--- config.mk ---
export PLATFORM = sky130hd
export DESIGN_NAME = regfile_bypass
export DESIGN_NICKNAME = d
export VERILOG_FILES = /design/src/rtl/regfile_pkg.sv /design/src/rtl/regfile_ctrl.sv /design/src/rtl/regfile_datapath.sv /design/src/rtl/regfile_bypass.sv
export SDC_FILE = /design/constraint.sdc
export NUM_CORES = 1
export LEC_CHECK = 0
export BUFFER_PORTS_ARGS = -buffer_cell sky130_fd_sc_hd__buf_2
export CORE_MARGIN = 2
export CORE_UTILIZATION = 30
export CTS_CLUSTER_DIAMETER = 200
export DETAILED_ROUTE_END_ITERATION = 8
export SLEW_MARGIN = 20
export SYNTH_ARGS = -nofsm -noshare
export SYNTH_HDL_FRONTEND = slang
export SYNTH_HIERARCHICAL = 1
export SYNTH_SLANG_ARGS = --single-unit
export TNS_END_PERCENT = 10
--- constraint.sdc ---
create_clock -name clk -period 1.1 [get_ports clk]
set_input_delay 0.165 -clock clk [delete_from_list [all_inputs] [get_ports clk]]
set_output_delay 0.165 -clock clk [all_outputs]
set_load 0.05 [all_outputs]
--- src/rtl/regfile_pkg.sv ---
package regfile_pkg;
  localparam int DATA_W = 8;
  localparam int IDX_W  = 2;

  // Strobes from the control to the datapath
  typedef struct packed {
    logic writeStrobe;   // commit wrData at the next rising edge
    logic clearAll;      // synchronous clear of all storage
    logic showStored;    // drive the addressed register onto the read port
  } rfStrobes_t;
endpackage

--- src/rtl/regfile_ctrl.sv ---
module regfile_ctrl
  import regfile_pkg::*;
(
  input  logic       rst,
  input  logic       wrEn,
  input  logic       rdEn,
  output rfStrobes_t strobes
);
  always_comb begin
    strobes             = '0;
    strobes.clearAll    = rst;
    // Reset takes priority over a write in the same cycle
    strobes.writeStrobe = wrEn && !rst;
    // A stored value wins over the bypass when read is enabled
    strobes.showStored  = rdEn;
  end
endmodule

--- src/rtl/regfile_datapath.sv ---
module regfile_datapath
  import regfile_pkg::*;
#(
  parameter int DW = DATA_W,
  parameter int IW = IDX_W
) (
  input  logic          clk,
  input  logic          rst,
  input  rfStrobes_t    strobes,
  input  logic [IW-1:0] regIdx,
  input  logic [DW-1:0] wrData,
  output logic [DW-1:0] rdData
);
  localparam int DEPTH = 1 << IW;

  logic [DW-1:0] regs [DEPTH];
  logic [DEPTH-1:0] rowSel;

  always_comb begin
    rowSel = '0;
    rowSel[regIdx] = 1'b1;
  end

  for (genvar g = 0; g < DEPTH; g++) begin : gRow
    always_ff @(posedge clk) begin
      if (strobes.clearAll)
        regs[g] <= '0;
      else if (strobes.writeStrobe && rowSel[g])
        regs[g] <= wrData;
    end

    // every row is zero after a reset edge
    assert_reset_clear_R1: assert property (@(posedge clk)
      $past(rst) |-> regs[g] == '0);

    // a row not addressed by a write holds its value
    assert_row_hold_R7: assert property (@(posedge clk) disable iff (rst)
      ($past(!rst) && !($past(strobes.writeStrobe) && $past(regIdx) == IW'(g)))
        |-> regs[g] == $past(regs[g]));
  end

  always_comb begin
    if (strobes.showStored)
      rdData = regs[regIdx];
    else
      rdData = wrData;
  end

  // the addressed row holds the written data after the edge
  assert_write_lands_R2: assert property (@(posedge clk) disable iff (rst)
    strobes.writeStrobe |=> regs[$past(regIdx)] == $past(wrData));

  // bypass path follows the input when read is disabled
  assert_bypass_R4: assert property (@(posedge clk) disable iff (rst)
    !strobes.showStored |-> rdData == wrData);

  // a read after a write to the same index returns the written data
  assert_read_after_write_R5: assert property (@(posedge clk) disable iff (rst)
    (strobes.writeStrobe && strobes.showStored) ##1
      (strobes.showStored && regIdx == $past(regIdx))
      |-> rdData == $past(wrData));
endmodule

--- src/rtl/regfile_bypass.sv ---
module regfile_bypass
  import regfile_pkg::*;
(
  input  logic              clk,
  input  logic              rst,
  input  logic [IDX_W-1:0]  regIdx,
  input  logic              wrEn,
  input  logic              rdEn,
  input  logic [DATA_W-1:0] wrData,
  output logic [DATA_W-1:0] rdData
);
  rfStrobes_t strobes;

  regfile_ctrl u_ctrl (
    .rst     (rst),
    .wrEn    (wrEn),
    .rdEn    (rdEn),
    .strobes (strobes)
  );

  regfile_datapath #(.DW(DATA_W), .IW(IDX_W)) u_dp (
    .clk     (clk),
    .rst     (rst),
    .strobes (strobes),
    .regIdx  (regIdx),
    .wrData  (wrData),
    .rdData  (rdData)
  );
endmodule

After elaboration in Yosys (flattened, before gate mapping)
Memories as Yosys holds them, arrays and structs flattened.
Index checks and enable logic that the tools add are counted.
{ "totals": {"ff_bits": 0, "elab_cells": 35, "mem_count": 1, "ramBits": 32} }
{ "mem_list": {"columns": ["name", "depth", "width", "read_ports", "rd_clocked_by_memory_dff", "wr", "line_no", "source"], "rows": [
  ["u_dp.regs", 4, 8, 1, 0, 4, "regfile_datapath.sv:16", "logic [DW-1:0] regs [DEPTH];"]
]} }
{ "classes": {"n_lt_le_gt_ge": 2, "reduce_logical": 7, "mux": 21, "bitwise_logic": 4} }
{ "ops": {"columns": ["cell", "count"], "rows": [
  ["two-way mux 8 bit", 5],
  ["two-way mux 1 bit", 15],
  ["logical AND 1 bit", 6],
  ["bitwise OR 1 bit", 4],
  ["less-than comparator 2 x 3 -> 1 bit (second input constant)", 1],
  ["demux 1 bit (select 2 bit)", 1],
  ["greater-or-equal comparator 2 x 1 -> 1 bit (second input constant)", 1],
  ["logical NOT 1 bit", 1]
]} }

Logic depth before layout (Yosys ltp)
{ "logic_depth": {"ltp_word": 9, "mapped_depth": 4, "depth_no_buf": 3} }

Cells and area by module
Netlist, hierarchy kept.
{ "modules_own_cells": {"columns": ["module", "cells_each", "n_inst", "area_each_um2", "seq_area_each_um2"], "rows": [
  ["regfile_datapath", 112, 1, 1585.3, 960.9],
  ["regfile_ctrl", 3, 1, 28.8, 0.0]
]} }

Worst setup path before layout
Ideal clock, no wire load.
{ "synth_timing": {"path_kind": "in2out", "startpoint": "input port regIdx[0]", "endpoint": "output port rdData[0]", "t_required_ns": 0.935, "path_buffers": 2, "cell_stages": 4, "arrival_ns": 1.438, "setup_slack_ns": -0.503, "cell_sequence": "clkbuf_2 > nand2b_1 > buf_2 > o221ai_1"} }
{ "synth_via": {"elab_chain_len": 2} }
{ "synth_rtl": {"columns": ["element", "line_no", "source"], "rows": [
  ["start, declared", "regfile_bypass.sv:6", "input logic [IDX_W-1:0] regIdx,"],
  ["memory (4 x 8 bit)", null, null],
  ["two-way mux 8 bit", "regfile_datapath.sv:43", "if (strobes.showStored)"],
  ["end, declared", "regfile_bypass.sv:10", "output logic [DATA_W-1:0] rdData"]
]} }
Every way passes these cells.

Worst setup path in the final report
{ "layout_timing": {"startpoint": "memory u_dp/regs[2][3] (netlist bit)", "endpoint": "output port rdData[3]"} }
{ "layout_via": {"elab_chain_len": 2} }
{ "layout_rtl": {"columns": ["element", "line_no"], "rows": [
  ["start, declared", "regfile_datapath.sv:16"],
  ["memory (4 x 8 bit)", null],
  ["two-way mux 8 bit", "regfile_datapath.sv:43"]
]} }
Every way passes these cells.

==> impl_metrics.yaml <==
sta:
  finalWorstSetupSlack_ns: -0.2990
  slew_viol_final: 0
  tightest_slew_ns: 0.2766
  setup_violations: 8
  hold_viol_final: 0
  hold_slack_ns: 0.2123
  period_minus_slack_ns: 1.399
  timing.fmax_ghz: 0.7148
  finalCritPeriodShare: 1.272
  setup_tns_ns: -2.145
  max_slew_margin: 0.8103
  rsz0062_at_grt: "true"
detailed_routing:
  wirelength_microns: 3568
  ant_nets: 0
  drt_pass1_iterations: 4
  post_drt_via_cell_ratio: 4.683
  wl_met2_microns: 1867
  wire_per_inst_microns: 15.93
  m1WireLength_microns: 1530
  drc_errors: 0
  drtIter0Drc: 19
  wl_met3_microns: 108
  top_layer: "met4"
  vias: 1049
pwr:
  ir_worst_vdd_uv: 841.0
  p_leak_nw: 0.8210
  power.density_mw_per_mm2: 1300
placed_design:
  hpwl_microns: 2583
  globalplace.congestion: 0.7496
  dpl-instance-area_sq_mm: 0.002046
  dpl_worst_slack_ns: -0.2225
  portBuffers: 21
clock_tree:
  cts_buffers: 5
  cts.clk_slew.worst_paths_ns: 0.07
  cts_tree: "done"
  clock-root-buffer: "clkbuf_8"
  clock_path_buffers: 2
  cts.sinks: 32
  cts_setup_buffers: 0
  h-tree-depth: 2
  hold_buffers: 0
global_route:
  grt.overflow.total: 0
  grt_use_total: 0.1316
  grt_pass1_wl_microns: 5865
  first_global_vias: 1099
  antenna_found_initial: 0
  grt_max_degree: 12
logic_synthesis:
  synth_area_sq_mm: 0.001614
  synth_fp_nets: 129
  avgSynthCellArea_sq_um: 14.04
  netlist-cell-type-count: 16
  yosys-top-cells-area: "edfxtp_1 60%, and2_1 12%, mux2i_1 9.9%"
  ys_warn_count: 6
  synth_top_area_frac: 0.5953
  synth_seq_cells: 32
  yosysTopAreaCell: "edfxtp_1"
  yosysSeqAreaShare: 0.5953
  syn_inst: 115
die:
  core_area_sq_mm: 0.005140
  die_width_microns: 77.35
  fp-row-count: 26
  pin_count: 22
  die_area_sq_mm: 0.005983
  die_h_microns: 77.35
  start_util: 0.3140
critical_path:
  arrival_ns: 1.23
  crit_type: "register to output port"
  required_ns: 0.94
  crit_path_end_kind: "output port"
  start_kind: "register"
  cp_max_fo: 1
final_layout:
  top_regs: "u_dp/regs: 32 flops"
  final_nets: 167
  diodes: 0
  design_area_sq_mm: 0.002238
  regMostFlops: "u_dp/regs"
  drive_gt1_frac: 0.4675
  largest_reg_flops: 32
  post-route-util: 0.4355
  area_delta_synth_final_pct: 38.68
min_path:
  hold_path_end: "u_dp/regs[2][5]"
  hp-start: "wrData[5]"
  min_path_cells: 2
  hold_path_class: "input pin to register"
outcome:
  violations: "negative setup slack"
  outcome: "finished with violations"
job:
  maxCapViolations: 0
-- cell usage in the layout, fill, tap and decap left out --
| cell type | synthesis | routed |
|---|---|---|
| and2_1 | 32 | 32 |
| nor2b_4 | 1 | 1 |
| buf_2 | 1 | 13 |
| inv_1 | 2 | 2 |
| clkbuf_8 | 0 | 5 |
| buf_6 | 1 | 8 |
| buf_12 | 0 | 1 |
| clkinv_2 | 0 | 2 |
| and4bb_2 | 2 | 2 |
| nand2_2 | 0 | 1 |
| o221ai_4 | 0 | 8 |
| and4b_4 | 1 | 1 |
| mux2i_4 | 0 | 3 |
| nor4b_4 | 1 | 1 |
| nand2b_4 | 0 | 1 |
| mux2i_2 | 0 | 6 |
| mux2i_1 | 16 | 7 |
| buf_4 | 3 | 15 |
| nand2b_1 | 9 | 8 |
| a31o_2 | 4 | 4 |
| edfxtp_1 | 32 | 32 |
| clkinv_1 | 0 | 1 |
-- what timing repair did --
item | in CTS | in global routing
resized for setup | 24 | 4
cloned | 0 | 0
pin swaps | 2 | 2
setup endpoints to repair | 8 | 8
-- layout make-up --
| type | count | area (sq um) |
|---|---|---|
| fill | 496 | 2902 |
| sequential | 32 | 960.9 |
| multi-input combinational | 75 | 812.0 |
| timing repair buffer | 37 | 287.8 |
| tap | 70 | 87.58 |
| clock buffer | 5 | 68.82 |
| clock inverter | 3 | 13.76 |
| inverter | 2 | 7.507 |
-- worst max-delay path, stage by stage, from the launching register on --
cell and delay, ns:
edfxtp_1 0.37, mux2i_1 0.16, buf_4 0.14, o221ai_4 0.10, buf_6 0.17
-- cells by family after synthesis --
group,after synthesis,share of synthesized area
buf+inv,8,0.03178
mux,16,0.09922
simple gates,47,0.2085
compound gates,12,0.06512
flops,32,0.5953
-- synthesized netlist by cell type --
library cell,instances
and2_1,32
edfxtp_1,32
mux2i_1,16
nand2b_1,9
o221ai_1,8
a31o_2,4
buf_4,3
and4bb_2,2
inv_1,2
and4b_4,1
buf_2,1
buf_6,1
clkbuf_2,1
nand2_1,1
nor2b_4,1
nor4b_4,1
-- power breakdown --
part           leakage [nW]  internal, W  switching [W]
sequential            0.309      0.00142      0.0000342
clock                0.0453     0.000428       0.000429
combinational         0.466     0.000257       0.000337
-- metal layers --
metal	vias up	GRT usage
met5	-	0
met4	0	0.05357
met3	6	0.03140
met2	19	0.2304
met1	523	0.1546
li1	501	-
-- through the flow --
step / power [W] / instances
6_report: 0.002910 / 224
5_1_grt: 0.003037 / 224
4_1_cts: 0.002918 / 224
3_5_place_dp: 0.001995 / 216
3_3_place_gp: 0.001983 / 216
2_1_floorplan: 0.001846 / 115
-- worst max-delay path by stage --
stage	from	end	slack (ns)	depth (start not counted)
final	u_dp/regs[2][3]	rdData[3]	-0.30	4
after global routing	u_dp/regs[2][3]	rdData[3]	-0.40	4
after CTS	u_dp/regs[2][3]	rdData[3]	-0.32	4
after detailed placement	regIdx[1]	rdData[6]	-0.22	5
after global placement	regIdx[1]	rdData[3]	-0.22	6
after floorplan	regIdx[0]	rdData[0]	-0.05	4
Power figures use the tool's default switching activity.
